$ cat src/rtl/mesi_pkg.sv
package mesi_pkg;

  localparam int STATE_W = 2;

  typedef enum logic [STATE_W-1:0] {
    ST_I = 2'b00,
    ST_S = 2'b01,
    ST_E = 2'b10,
    ST_M = 2'b11
  } mesi_e;

  typedef struct packed {
    logic fill_l1;
    logic fill_l2;
    logic wr_l1;
    logic wr_l2;
    logic bus_rd1;
    logic bus_burst;
    logic bus_wr1;
  } act_t;

  localparam act_t ACT_NONE = '0;

  function automatic logic st_valid(input mesi_e s);
    return s != ST_I;
  endfunction

endpackage

$ cat src/rtl/mesi_rst_gate.sv
module mesi_rst_gate #(
  parameter int STAGES = 2
) (
  input  logic clk,
  input  logic rst_n,
  output logic run_o
);

  localparam int LAST = STAGES - 1;

  logic [LAST:0] sync_q;
  logic [LAST:0] sync_d;

  always_comb begin
    sync_d[0] = 1'b1;
    for (int i = 1; i <= LAST; i++) begin
      sync_d[i] = sync_q[i-1];
    end
  end

  always_ff @(posedge clk or negedge rst_n) begin
    if (!rst_n) sync_q <= '0;
    else        sync_q <= sync_d;
  end

  assign run_o = sync_q[LAST];

endmodule

$ cat src/rtl/mesi_attr_decode.sv
module mesi_attr_decode
  import mesi_pkg::*;
#(
  parameter bit L1_INSTR = 1'b0
) (
  input  logic  page_wt,
  input  logic  bus_wb,
  input  logic  cpu_cacheable,
  input  logic  bus_cacheable,
  output mesi_e l1_alloc,
  output mesi_e l2_alloc,
  output logic  burst_ok
);

  logic wb_line;

  assign wb_line  = !page_wt && bus_wb;
  assign l2_alloc = wb_line ? ST_E : ST_S;
  assign burst_ok = cpu_cacheable && bus_cacheable;

  generate
    if (L1_INSTR) begin : g_l1_instr
      assign l1_alloc = ST_S;
    end else begin : g_l1_data
      assign l1_alloc = wb_line ? ST_E : ST_S;
    end
  endgenerate

endmodule

$ cat src/rtl/mesi_read_path.sv
module mesi_read_path
  import mesi_pkg::*;
(
  input  logic  l1_hit,
  input  logic  l2_hit,
  input  mesi_e l1_cur,
  input  mesi_e l2_cur,
  input  mesi_e l1_alloc,
  input  mesi_e l2_alloc,
  input  logic  burst_ok,
  output mesi_e l1_nx,
  output mesi_e l2_nx,
  output act_t  act
);

  always_comb begin
    l1_nx = l1_cur;
    l2_nx = l2_cur;
    act   = ACT_NONE;
    if (l1_hit) begin
      // served locally, nothing moves
    end else if (l2_hit) begin
      act.fill_l1 = 1'b1;
      l1_nx       = l1_alloc;
    end else if (burst_ok) begin
      act.bus_burst = 1'b1;
      act.fill_l1   = 1'b1;
      act.fill_l2   = 1'b1;
      l1_nx         = l1_alloc;
      l2_nx         = l2_alloc;
    end else begin
      act.bus_rd1 = 1'b1;
    end
  end

endmodule

$ cat src/rtl/mesi_write_path.sv
module mesi_write_path
  import mesi_pkg::*;
#(
  parameter bit L1_INSTR = 1'b0
) (
  input  logic  l1_hit,
  input  logic  l2_hit,
  input  mesi_e l1_cur,
  input  mesi_e l2_cur,
  output mesi_e l1_nx,
  output mesi_e l2_nx,
  output act_t  act
);

  localparam bit L1_TAKES_WRITES = !L1_INSTR;

  logic l1_write_hit;

  assign l1_write_hit = l1_hit && L1_TAKES_WRITES;

  always_comb begin
    l1_nx = l1_cur;
    l2_nx = l2_cur;
    act   = ACT_NONE;
    if (l1_write_hit) begin
      act.wr_l1 = 1'b1;
      if (l1_cur == ST_S) begin
        act.wr_l2   = 1'b1;
        act.bus_wr1 = 1'b1;
      end else begin
        l1_nx = ST_M;
      end
    end else begin
      if (l1_hit) l1_nx = ST_I;
      if (l2_hit) begin
        act.wr_l2 = 1'b1;
        if (l2_cur == ST_S) act.bus_wr1 = 1'b1;
        else                l2_nx       = ST_M;
      end else begin
        act.bus_wr1 = 1'b1;
      end
    end
  end

endmodule

$ cat src/rtl/mesi_line_ctrl.sv
module mesi_line_ctrl
  import mesi_pkg::*;
#(
  parameter bit L1_INSTR    = 1'b0,
  parameter int SYNC_STAGES = 2
) (
  input  logic       clk,
  input  logic       rst_n,
  input  logic       req_valid,
  input  logic       req_wr,
  input  logic       l1_hit,
  input  logic       l2_hit,
  input  logic [1:0] l1_state,
  input  logic [1:0] l2_state,
  input  logic       page_wt,
  input  logic       bus_wb,
  input  logic       cpu_cacheable,
  input  logic       bus_cacheable,
  output logic [1:0] l1_next,
  output logic [1:0] l2_next,
  output logic       act_fill_l1,
  output logic       act_fill_l2,
  output logic       act_wr_l1,
  output logic       act_wr_l2,
  output logic       act_bus_rd1,
  output logic       act_bus_burst,
  output logic       act_bus_wr1,
  output logic       err_incl
);

  logic  run;
  mesi_e l1_raw, l2_raw, l1_cur;
  logic  l1_hit_eff, l2_hit_eff;
  mesi_e l1_alloc, l2_alloc;
  logic  burst_ok;
  mesi_e rd_l1_nx, rd_l2_nx, wr_l1_nx, wr_l2_nx;
  act_t  rd_act, wr_act;
  logic  go, incl_bad;
  mesi_e l1_sel, l2_sel;
  act_t  act_sel;

  mesi_rst_gate #(.STAGES(SYNC_STAGES)) u_gate (
    .clk   (clk),
    .rst_n (rst_n),
    .run_o (run)
  );

  assign l1_raw = mesi_e'(l1_state);
  assign l2_raw = mesi_e'(l2_state);

  generate
    if (L1_INSTR) begin : g_ic_fold
      assign l1_cur = (l1_raw == ST_E) ? ST_S : l1_raw;
    end else begin : g_dc_pass
      assign l1_cur = l1_raw;
    end
  endgenerate

  assign l1_hit_eff = l1_hit && st_valid(l1_raw);
  assign l2_hit_eff = l2_hit && st_valid(l2_raw);

  mesi_attr_decode #(.L1_INSTR(L1_INSTR)) u_attr (
    .page_wt       (page_wt),
    .bus_wb        (bus_wb),
    .cpu_cacheable (cpu_cacheable),
    .bus_cacheable (bus_cacheable),
    .l1_alloc      (l1_alloc),
    .l2_alloc      (l2_alloc),
    .burst_ok      (burst_ok)
  );

  mesi_read_path u_rd (
    .l1_hit   (l1_hit_eff),
    .l2_hit   (l2_hit_eff),
    .l1_cur   (l1_cur),
    .l2_cur   (l2_raw),
    .l1_alloc (l1_alloc),
    .l2_alloc (l2_alloc),
    .burst_ok (burst_ok),
    .l1_nx    (rd_l1_nx),
    .l2_nx    (rd_l2_nx),
    .act      (rd_act)
  );

  mesi_write_path #(.L1_INSTR(L1_INSTR)) u_wr (
    .l1_hit (l1_hit_eff),
    .l2_hit (l2_hit_eff),
    .l1_cur (l1_cur),
    .l2_cur (l2_raw),
    .l1_nx  (wr_l1_nx),
    .l2_nx  (wr_l2_nx),
    .act    (wr_act)
  );

  assign go       = req_valid && run;
  assign incl_bad = st_valid(l1_raw) && !st_valid(l2_raw);

  always_comb begin
    l1_sel  = l1_raw;
    l2_sel  = l2_raw;
    act_sel = ACT_NONE;
    if (go && !incl_bad) begin
      if (req_wr) begin
        l1_sel  = wr_l1_nx;
        l2_sel  = wr_l2_nx;
        act_sel = wr_act;
      end else begin
        l1_sel  = rd_l1_nx;
        l2_sel  = rd_l2_nx;
        act_sel = rd_act;
      end
    end
  end

  assign l1_next       = l1_sel;
  assign l2_next       = l2_sel;
  assign act_fill_l1   = act_sel.fill_l1;
  assign act_fill_l2   = act_sel.fill_l2;
  assign act_wr_l1     = act_sel.wr_l1;
  assign act_wr_l2     = act_sel.wr_l2;
  assign act_bus_rd1   = act_sel.bus_rd1;
  assign act_bus_burst = act_sel.bus_burst;
  assign act_bus_wr1   = act_sel.bus_wr1;
  assign err_incl      = go && incl_bad;

  AST_IDLE_QUIET: assert property (@(posedge clk) disable iff (!rst_n)
    !req_valid |-> (act_sel == ACT_NONE) && !err_incl && (l1_next == l1_state) && (l2_next == l2_state));

  AST_READ_NO_WRITE: assert property (@(posedge clk) disable iff (!rst_n)
    !req_wr |-> !act_wr_l1 && !act_wr_l2 && !act_bus_wr1);

  AST_BURST_FILLS_BOTH: assert property (@(posedge clk) disable iff (!rst_n)
    act_bus_burst |-> act_fill_l1 && act_fill_l2 && !act_bus_rd1);

  AST_ONE_BUS_OP: assert property (@(posedge clk) disable iff (!rst_n)
    $onehot0({act_bus_rd1, act_bus_burst, act_bus_wr1}));

  AST_WRITE_NO_FETCH: assert property (@(posedge clk) disable iff (!rst_n)
    req_wr |-> !act_bus_rd1 && !act_bus_burst && !act_fill_l1 && !act_fill_l2);

  AST_UPGRADE_SILENT: assert property (@(posedge clk) disable iff (!rst_n)
    (req_wr && l2_state != 2'b11 && l2_next == 2'b11) |-> !act_bus_wr1);

  AST_INCL_FREEZE: assert property (@(posedge clk) disable iff (!rst_n)
    err_incl |-> (act_sel == ACT_NONE) && (l1_next == l1_state) && (l2_next == l2_state));

endmodule

$ cat config.mk
export PLATFORM = sky130hd
export DESIGN_NAME = mesi_line_ctrl
export DESIGN_NICKNAME = d
export VERILOG_FILES = /design/src/rtl/mesi_pkg.sv /design/src/rtl/mesi_rst_gate.sv /design/src/rtl/mesi_attr_decode.sv /design/src/rtl/mesi_read_path.sv /design/src/rtl/mesi_write_path.sv /design/src/rtl/mesi_line_ctrl.sv
export SDC_FILE = /design/constraint.sdc
export NUM_CORES = 1
export LEC_CHECK = 0
export CORE_MARGIN = 2
export CORE_UTILIZATION = 41
export DETAILED_ROUTE_END_ITERATION = 10
export GPL_TIMING_DRIVEN = 0
export HOLD_SLACK_MARGIN = 0.05
export PLACE_DENSITY = 0.88
export SYNTH_ARGS = -nofsm -noshare
export SYNTH_HDL_FRONTEND = slang
export SYNTH_HIERARCHICAL = 1
export SYNTH_SLANG_ARGS = --single-unit
$ cat constraint.sdc
create_clock -name clk -period 3.47 [get_ports clk]
set_clock_uncertainty 0.1 [all_clocks]
set_input_delay 0.694 -clock clk [delete_from_list [all_inputs] [get_ports clk]]
set_output_delay 0.694 -clock clk [all_outputs]
set_load 0.05 [all_outputs]
==> out/metrics.cfg, run 1 <==
[cts]
cts.sinks = 2
clk_pin_slew_ns = 0.03
holdBufCountCts = 0
cts_tree = yes
clk_latency_ns = 0.22
clock_path_buffers = 2
cts_made_buffers = 3
htree_levels = 1
root_buffer = clkbuf_4

[setup_path]
crit_type = primary input to output port
worstPathRequired_ns = 2.68
critical_path.max_fanout = 8
r2r_end = u_gate/sync_q[1]
r2r_slack_ns = 2.91
cp.arrival_ns = 2.61
crit_path_start = l1_hit
cp_common_cell = mux2_2
worstRegToRegCells = 0
cp-end-kind = output port
reg2reg_from = u_gate/sync_q[0]
critPathMaxStageDelay_ns = 0.46
worstSetupStartpointType = primary input
critPathBufInv = 2
cp_top_family = multiplexers
crit_slowest_cell = clkdlybuf4s50_1
worstPathCellList = clkdlybuf4s50_1, and2b_4, o21bai_2, mux2_2, mux2_2, mux2_4, buf_2

[sta]
finalHoldViolCount = 0
tns_ns = 0
drv_slew = 0
finalSetupViolations = 0
fmax_mhz = 294
final.min_clock_period_ns = 3.40
fin_crit_sh_pct = 98.0
maxSlewHeadroom_pct = 66.3
worst_pin_slew_ns = 0.505

[floorplan]
die_area_um2 = 1800
die_h_um = 42.4
coreArea_um2 = 1330
rows = 13
ios = 26
fp.dieW_um = 42.4
initial_core_util_pct = 45.4

[run_status]
status = finished, final reports clean

[worst_hold_path]
hold_path_end = u_gate/sync_q[1]
whs_path_depth = 0
min-delay-start = u_gate/sync_q[0]
hold_class = register to register

[pwr]
p_leak_nw = 0.479
power_w = 0.000204
power_density_nw_per_um2 = 219
ir_worst_vdd_mv = 0.186

[logic_synthesis]
synth_fa_ha_area_share_pct = 0
synthXorXnorAreaFrac_pct = 0
synth_flop_cell = dfrtp_1
async_reset_ff_share_pct = 100
yosys-mux-area-fraction_pct = 35.7
yosysMostFrequentCell = buf_4
synth-simple-area-share_pct = 21.7
synth_area_leader_cell = mux2_2
syn-instance-count = 68
synth_warnings = 6
synth-compound-area-share_pct = 12.6
postSynthAreaPerCell_um2 = 8.91
yosysSeqAreaShare_pct = 8.26
yosys-top-cells-area = mux2_2 17%, buf_4 15%, mux2i_1 12%, dfrtp_1 8.3%, mux2_4 7.4%
synth_top_area_share_pct = 16.7
yosysUniqueCellTypes = 25
synth_edf_count = 0
synth_area_um2 = 606
synth_top_family_by_area = multiplexers
ys_seq_elements = 2
synth_commonest_cells = 12 x buf_4, 9 x mux2_2, 7 x mux2i_1, 7 x nor2_1

[route]
via_per_inst = 4.58
first_iter_violations = 0
vias = 545
wire_per_inst_um = 11.0
remaining_drc_errors = 0
drtAntennaViolNets = 0
firstDrtPassIters = 1
postRouteWirelength_mm = 1.31

[finish]
drive_gt1_share_pct = 47.1
top_register = u_gate/sync_q
final_core_util_pct = 69.9
areaGrowthSynthToFinish_pct = 53.9
nets = 120
reg.largest.list = u_gate/sync_q: 2 flops
diodes = 0
largest_reg_flops = 2

[placement]
dp_hpwl_um = 945
routabilityCongestion = 0.712
port_buffers = 25

[global_route]
grt_max_degree = 11
grt_pass1_vias = 549
overflow = 0
antenna_found_initial = 0
grt_usage_pct = 15.4
grt_pass1_wl_mm = 2.17

[job]
maxCapViolCount = 0

-- cells by family after synthesis --
logic type             count (synthesis)
AND/OR/NAND/NOR                       21
flip-flops                             2
AO/OA/AOI/OAI                          7
other                                  3
buffers and inverters                 16
multiplexers                          19
-- area by class of cell --
cell class,instances,area [µm²]
well taps,15,18.8
repair buffers,28,245
multi-input cells,55,475
fillers,113,402
inverters,2,7.51
clock buffers,3,22.5
flip-flops and latches,2,50.0
plain buffers,14,113
-- worst max path at each step --
stage            endpoint  slack, ns  depth (start not counted)
6_report       l1_next[0]       0.07                          7
2_1_floorplan  l2_next[0]       0.33                          6
4_1_cts        l2_next[0]     0.0002                          7
5_1_grt        l2_next[0]     -0.004                          7
3_3_place_gp   l2_next[1]      -0.91                          8
3_5_place_dp   l2_next[0]      -0.92                          8
-- routing by layer --
metal  GRT usage [%]  wire [µm]
met1            15.6        519
met2            31.1        733
met3            1.72         60
met4            5.63          0
met5               0          0
-- stage by stage --
stage | worst slack (ns) | hold slack, ns | instances | instance area [µm²]
2_1_floorplan | 0.327 | 0.231 | 73 | 624
3_3_place_gp | -0.914 | 0.242 | 113 | 893
3_5_place_dp | -0.920 | 0.246 | 113 | 893
4_1_cts | 0.000248 | 0.244 | 118 | 922
5_1_grt | -0.00445 | 0.256 | 119 | 932
6_report | 0.0699 | 0.244 | 119 | 932
-- what timing repair did --
| item | 4_1_cts | 5_1_grt |
|---|---|---|
| resized for setup | 32 | 13 |
| pin swaps | 2 | 1 |
| setup endpoints to repair | 11 | 8 |
| buffers inserted | 2 | 1 |
-- where the power goes --
| group | switching, W | leakage [nW] | internal (W) | total (W) |
|---|---|---|---|---|
| Clock | 0.0000128 | 0.0138 | 0.0000382 | 0.0000509 |
| Combinational | 0.0000641 | 0.442 | 0.0000638 | 0.000128 |
| Sequential | 0.000000882 | 0.0233 | 0.0000247 | 0.0000256 |
-- cell usage in the layout (no fill, tap or decap), drive strengths merged, types with 2 or more instances in the layout --
cell,Yosys,routed
buf,14,21
clkdlybuf4s50,0,14
mux2,12,12
conb,3,8
nor2,8,8
mux2i,7,7
clkbuf,0,7
nand2b,4,4
o21bai,3,3
dlymetal6s2s,0,2
nor2b,2,2
dfrtp,2,2
inv,2,2
(Power assumes the default switching activity.)
==> inputs of run 2 (changes only) <==
--- a/config.mk
+++ b/config.mk
@@ -11,6 +11,7 @@
 export GPL_TIMING_DRIVEN = 0
 export HOLD_SLACK_MARGIN = 0.05
 export PLACE_DENSITY = 0.88
+export REMOVE_ABC_BUFFERS = 1
 export SYNTH_ARGS = -nofsm -noshare
 export SYNTH_HDL_FRONTEND = slang
 export SYNTH_HIERARCHICAL = 1
==> out/metrics.cfg, run 2 (synthesized netlist as in run 1, its figures left out) <==
[finish]
areaGrowthSynthToFinish_pct = 33.5  ; was 53.9%
final_common_cell = clkdlybuf4s50_1  ; was buf_4
layout_common_cells = 14 x clkdlybuf4s50_1, 9 x mux2_2, 8 x conb_1, 7 x mux2i_1, 7 x nor2_1  ; was 16 x buf_4, 14 x clkdlybuf4s50_1, 9 x mux2_2, 8 x conb_1
largest_reg_flops = 2  ; unchanged
drive_gt1_share_pct = 36.4  ; was 47.1%
top_register = u_gate/sync_q  ; unchanged
diodes = 0  ; unchanged
fin_area_um2 = 808  ; was 932 µm²
nets = 104  ; was 120
reg.largest.list = u_gate/sync_q: 2 flops  ; unchanged

[setup_path]
reg2reg_from = u_gate/sync_q[0]  ; unchanged
worstSetupEndpoint = l1_next[0]  ; unchanged
cp.arrival_ns = 2.62  ; was 2.61 ns
worstSetupStartpointType = primary input  ; unchanged
worstPathCellList = clkdlybuf4s50_1, and2b_4, o21bai_2, mux2_2, mux2_2, mux2_4, buf_2  ; unchanged
critPathMaxStageDelay_ns = 0.45  ; was 0.46 ns
r2r_slack_ns = 2.90  ; was 2.91 ns
r2r_end = u_gate/sync_q[1]  ; unchanged
crit_path_start = l1_hit  ; unchanged
worstPathRequired_ns = 2.68  ; about the same
cp_common_cell = mux2_2  ; unchanged
cp-end-kind = output port  ; unchanged
critical_path.max_fanout = 8  ; unchanged
worstRegToRegCells = 0  ; unchanged
crit_slowest_cell = clkdlybuf4s50_1  ; unchanged
crit_type = primary input to output port  ; unchanged

[placement]
placed_cell_area_um2 = 781  ; was 893 µm²
routabilityCongestion = 0.713  ; was 0.712
port_buffers = 25  ; unchanged
dp_hpwl_um = 962  ; was 945 µm

[worst_hold_path]
hold_class = register to register  ; unchanged

[route]
first_iter_violations = 4  ; was 0
drtAntennaViolNets = 0  ; unchanged
firstDrtPassIters = 2  ; was 1
via_per_inst = 4.63  ; was 4.58
wire_per_inst_um = 11.3  ; was 11.0 µm
postRouteWirelength_mm = 1.16  ; was 1.31 mm
vias = 477  ; was 545
remaining_drc_errors = 0  ; unchanged

[global_route]
overflow = 0  ; unchanged
grt_busiest_layer = met2  ; unchanged
grtUsageMet1_pct = 15.1  ; was 15.6%
grt_max_degree = 12  ; was 11
met3_usage_pct = 0.431  ; was 1.72%
grt_pass1_vias = 482  ; was 549
grt_pass1_wl_mm = 1.95  ; was 2.17 mm
antenna_found_initial = 0  ; unchanged
use_met2_pct = 26.5  ; was 31.1%
grt_usage_pct = 13.9  ; was 15.4%

[pwr]
comb_power_share_pct = 60.2  ; was 62.6%
seqPwrFrac_pct = 13.5  ; was 12.5%
power_density_nw_per_um2 = 233  ; was 219 nW/µm²
power_w = 0.000188  ; was 0.000204 W
ir_worst_vdd_mv = 0.144  ; was 0.186 mV
switchingPower_w = 0.0000734  ; was 0.0000778 W
clockPowerShare_pct = 26.3  ; was 24.9%
internal-power_w = 0.000115  ; was 0.000127 W
switching_share_pct = 39.0  ; was 38.1%
p_leak_nw = 0.386  ; was 0.479 nW

[sta]
holdWs_ns = 0.252  ; was 0.244 ns
final.min_clock_period_ns = 3.41  ; was 3.40 ns
finalHoldViolCount = 0  ; unchanged
worst_pin_slew_ns = 0.585  ; was 0.505 ns
maxSlewHeadroom_pct = 60.9  ; was 66.3%
drv_slew = 0  ; unchanged
fin_crit_sh_pct = 98.3  ; was 98.0%
fmax_mhz = 293  ; was 294 MHz
finalSetupViolations = 0  ; unchanged
rsz0062_at_grt = no

[cts]
clock_path_buffers = 2  ; unchanged
cts.sinks = 2  ; unchanged
root_buffer = clkbuf_4  ; unchanged
cts_tree = yes  ; unchanged
clk_pin_slew_ns = 0.03  ; about the same
cts_made_buffers = 3  ; unchanged
clk_latency_ns = 0.22  ; about the same
htree_levels = 1  ; unchanged

[floorplan]
die_area_um2 = 1800  ; unchanged
ios = 26  ; unchanged
rows = 13  ; unchanged
die_h_um = 42.4  ; unchanged
coreArea_um2 = 1330  ; unchanged
fp.dieW_um = 42.4  ; unchanged
initial_core_util_pct = 45.4  ; unchanged

[run_status]
status = finished, final reports clean  ; unchanged

[job]
maxCapViolCount = 0  ; unchanged

-- run 2: how the worst min path moves through the flow --
stage	slack (ns)	to	depth (start not counted)	from
floorplan	0.23	u_gate/sync_q[1]	0	u_gate/sync_q[0]
global placement	0.24	u_gate/sync_q[1]	0	u_gate/sync_q[0]
detailed placement	0.25	u_gate/sync_q[1]	0	u_gate/sync_q[0]
CTS	0.26	u_gate/sync_q[1]	0	u_gate/sync_q[0]
global route	0.28	u_gate/sync_q[1]	0	u_gate/sync_q[0]
finish	0.25	u_gate/sync_q[1]	0	u_gate/sync_q[0]
-- run 2: critical path: cells and delay by family --
family	cells	cell delay, ns
mux	3	0.88
simple gates	1	0.22
compound gates	1	0.16
buf+inv	2	0.66
-- run 2: area by class of cell --
cell class,count,area [µm²]
Clock buffer,3,22.5
Fill cell,119,526
Inverter,2,7.51
Multi-Input combinational cell,55,475
Sequential cell,2,50.0
Tap cell,15,18.8
Timing Repair Buffer,26,234
-- run 2: power by group through the flow --
stage / Combinational, W / Clock (W) / Sequential (W)
2_1_floorplan: 0.0000729 / 0 / 0.0000256
3_3_place_gp: 0.000112 / 0 / 0.0000257
3_5_place_dp: 0.000114 / 0 / 0.0000257
4_1_cts: 0.000113 / 0.0000520 / 0.0000255
5_1_grt: 0.000121 / 0.0000544 / 0.0000257
6_report: 0.000113 / 0.0000495 / 0.0000254
-- run 2: metal layers --
metal	vias to the layer above	part of all wire [%]
li1	254	-
met1	199	41
met2	22	52
met3	2	5.0
met4	0	1.6
met5	-	0
-- run 2: through the flow --
step	setup WS [ns]	util (%)	cells	TNS [ns]
2_1_floorplan	0.330	-	59	0
3_3_place_gp	-0.922	58.5	99	-5.75
3_5_place_dp	-0.979	58.5	99	-6.52
4_1_cts	0.0000973	60.1	103	0
5_1_grt	0.00103	60.6	103	0
6_report	0.0602	60.6	103	0
-- run 2: what timing repair did --
item	CTS	global route
resized for setup	32	11
pin swaps	2	1
endpoints found under the setup margin	11	10
setup buffers	1	0
hold buffers	0	0
==> inputs of run 3 (changes only) <==
--- a/config.mk
+++ b/config.mk
@@ -5,12 +5,14 @@
 export SDC_FILE = /design/constraint.sdc
 export NUM_CORES = 1
 export LEC_CHECK = 0
-export CORE_MARGIN = 2
-export CORE_UTILIZATION = 41
+export CORE_AREA = 2 2 39 41
+export CTS_CLUSTER_DIAMETER = 50
 export DETAILED_ROUTE_END_ITERATION = 10
+export DIE_AREA = 0 0 41 43
+export DONT_BUFFER_PORTS = 1
 export GPL_TIMING_DRIVEN = 0
 export HOLD_SLACK_MARGIN = 0.05
-export PLACE_DENSITY = 0.88
+export PLACE_DENSITY = 0.7
 export REMOVE_ABC_BUFFERS = 1
 export SYNTH_ARGS = -nofsm -noshare
 export SYNTH_HDL_FRONTEND = slang
==> out/metrics.cfg, run 3 (synthesized netlist as in run 1, its figures left out) <==
[run_status]
status = finished, final reports clean  ; unchanged

[cts]
cts.repair.resized = 0  ; was 32
postCtsSetupRepairBufs = 0  ; was 1
cts_made_buffers = 3  ; unchanged
clk_pin_slew_ns = 0.03  ; about the same
cts_tree = yes  ; unchanged
holdBufCountCts = 0  ; unchanged
clk_latency_ns = 0.22  ; about the same
cts.sinks = 2  ; unchanged
root_buffer = clkbuf_4  ; unchanged
clock_path_buffers = 2  ; unchanged
htree_levels = 1  ; unchanged

[placement]
dp_hpwl_um = 770  ; was 962 µm
port_buffers = 0  ; was 25
post-place-ws_ns = 0.198  ; was -0.979 ns
routabilityCongestion = 0.722  ; was 0.713

[worst_hold_path]
hold_class = primary input to async pin  ; was register to register

[setup_path]
crit_type = primary input to output port  ; unchanged
worstSetupStartpointType = primary input  ; unchanged
critical_path.max_fanout = 8  ; unchanged
worstRegToRegCells = 0  ; unchanged
cp.arrival_ns = 2.47  ; was 2.62 ns
cp-end-kind = output port  ; unchanged
worstPathRequired_ns = 2.68  ; about the same

[global_route]
grt_pass1_wl_mm = 1.48  ; was 1.95 mm
grt_usage_pct = 12.9  ; was 13.9%
grt_pass1_vias = 369  ; was 482
overflow = 0  ; unchanged
grt_max_degree = 12  ; unchanged
antenna_found_initial = 0  ; unchanged

[sta]
maxSlewHeadroom_pct = 19.3  ; was 60.9%
fmax_mhz = 306  ; was 293 MHz
finalHoldViolCount = 0  ; unchanged
rsz0062_at_grt = no  ; unchanged
finalSetupViolations = 0  ; unchanged
final.min_clock_period_ns = 3.26  ; was 3.41 ns
worst_pin_slew_ns = 1.20  ; was 0.585 ns
fin_crit_sh_pct = 94.1  ; was 98.3%
drv_slew = 0  ; unchanged
setup_ws_ns = 0.206  ; was 0.0602 ns
tns_ns = 0  ; unchanged

[finish]
drive_gt1_share_pct = 33.9  ; was 36.4%
nets = 78  ; was 104
layout_common_cells = 9 x mux2_2, 8 x conb_1, 7 x mux2i_1, 7 x nor2_1  ; was 14 x clkdlybuf4s50_1, 9 x mux2_2, 8 x conb_1, 7 x mux2i_1, 7 x nor2_1
reg.largest.list = u_gate/sync_q: 2 flops  ; unchanged
largest_reg_flops = 2  ; unchanged
final_common_cell = mux2_2  ; was clkdlybuf4s50_1
diodes = 0  ; unchanged
top_register = u_gate/sync_q  ; unchanged
areaGrowthSynthToFinish_pct = -7.44  ; was 33.5%

[floorplan]
fp.dieW_um = 41  ; was 42.4 µm
ios = 26  ; unchanged
initial_core_util_pct = 43.8  ; was 45.4%
die_area_um2 = 1760  ; was 1800 µm²
coreArea_um2 = 1380  ; was 1330 µm²
die_h_um = 43  ; was 42.4 µm
rows = 14  ; was 13

[route]
vias = 389  ; was 477
postRouteWirelength_mm = 1.01  ; was 1.16 mm
wire_per_inst_um = 12.9  ; was 11.3 µm
drtAntennaViolNets = 0  ; unchanged
firstDrtPassIters = 4  ; was 2
remaining_drc_errors = 0  ; unchanged
via_per_inst = 4.99  ; was 4.63
first_iter_violations = 5  ; was 4

[pwr]
power_density_nw_per_um2 = 277  ; was 233 nW/µm²
p_leak_nw = 0.246  ; was 0.386 nW
power_w = 0.000155  ; was 0.000188 W
ir_worst_vdd_mv = 0.165  ; was 0.144 mV

[job]
maxCapViolCount = 0  ; unchanged

==> run 3: layout make-up <==
cell class,count,area [µm²]
clock buffer,3,22.5
multi-input combinational,55,460
sequential,2,50.0
inverter,2,7.51
fill,157,823
tap,16,20.0
==> run 3: worst max-delay path, cell delays in order <==
cell	delay (ns)
nor2_2	0.18
and2b_1	0.32
nor3b_4	0.30
mux2_2	0.36
mux2_2	0.26
mux2_4	0.36
==> run 3: power by group <==
group / total, W / switching (W) / internal (W)
Combinational: 0.0000784 / 0.0000486 / 0.0000298
Clock: 0.0000514 / 0.0000132 / 0.0000382
Sequential: 0.0000254 / 0.000000715 / 0.0000247
Total: 0.000155 / 0.0000625 / 0.0000927
==> run 3: per-layer routing <==
metal	track usage (%)	share of wire (%)
met4	8.00	0
met2	19.1	47
met1	14.5	42
met5	0	0
met3	5.24	11
==> run 3: path summary, 6_finish.rpt <==
check / startpoint / to / slack, ns
max: l1_state[0] / l2_next[1] / 0.21
min: rst_n / u_gate/sync_q[0] / 0.07
max reg2reg: u_gate/sync_q[0] / u_gate/sync_q[1] / 2.90
min reg2reg: u_gate/sync_q[0] / u_gate/sync_q[1] / 0.26
max in group asynchronous: rst_n / u_gate/sync_q[1] / 3.13
min in group clk: u_gate/sync_q[0] / u_gate/sync_q[1] / 0.26
==> run 3: metrics by stage <==
step                std cells  hold WS [ns]  util, %  cell area [µm²]
global route               78        0.0550     40.5              561
global placement           75         0.244     38.4              532
floorplan                  59         0.231        -              512
finish                     78        0.0674     40.5              561
detailed placement         75         0.249     38.9              538
CTS                        78        0.0555     40.5              561
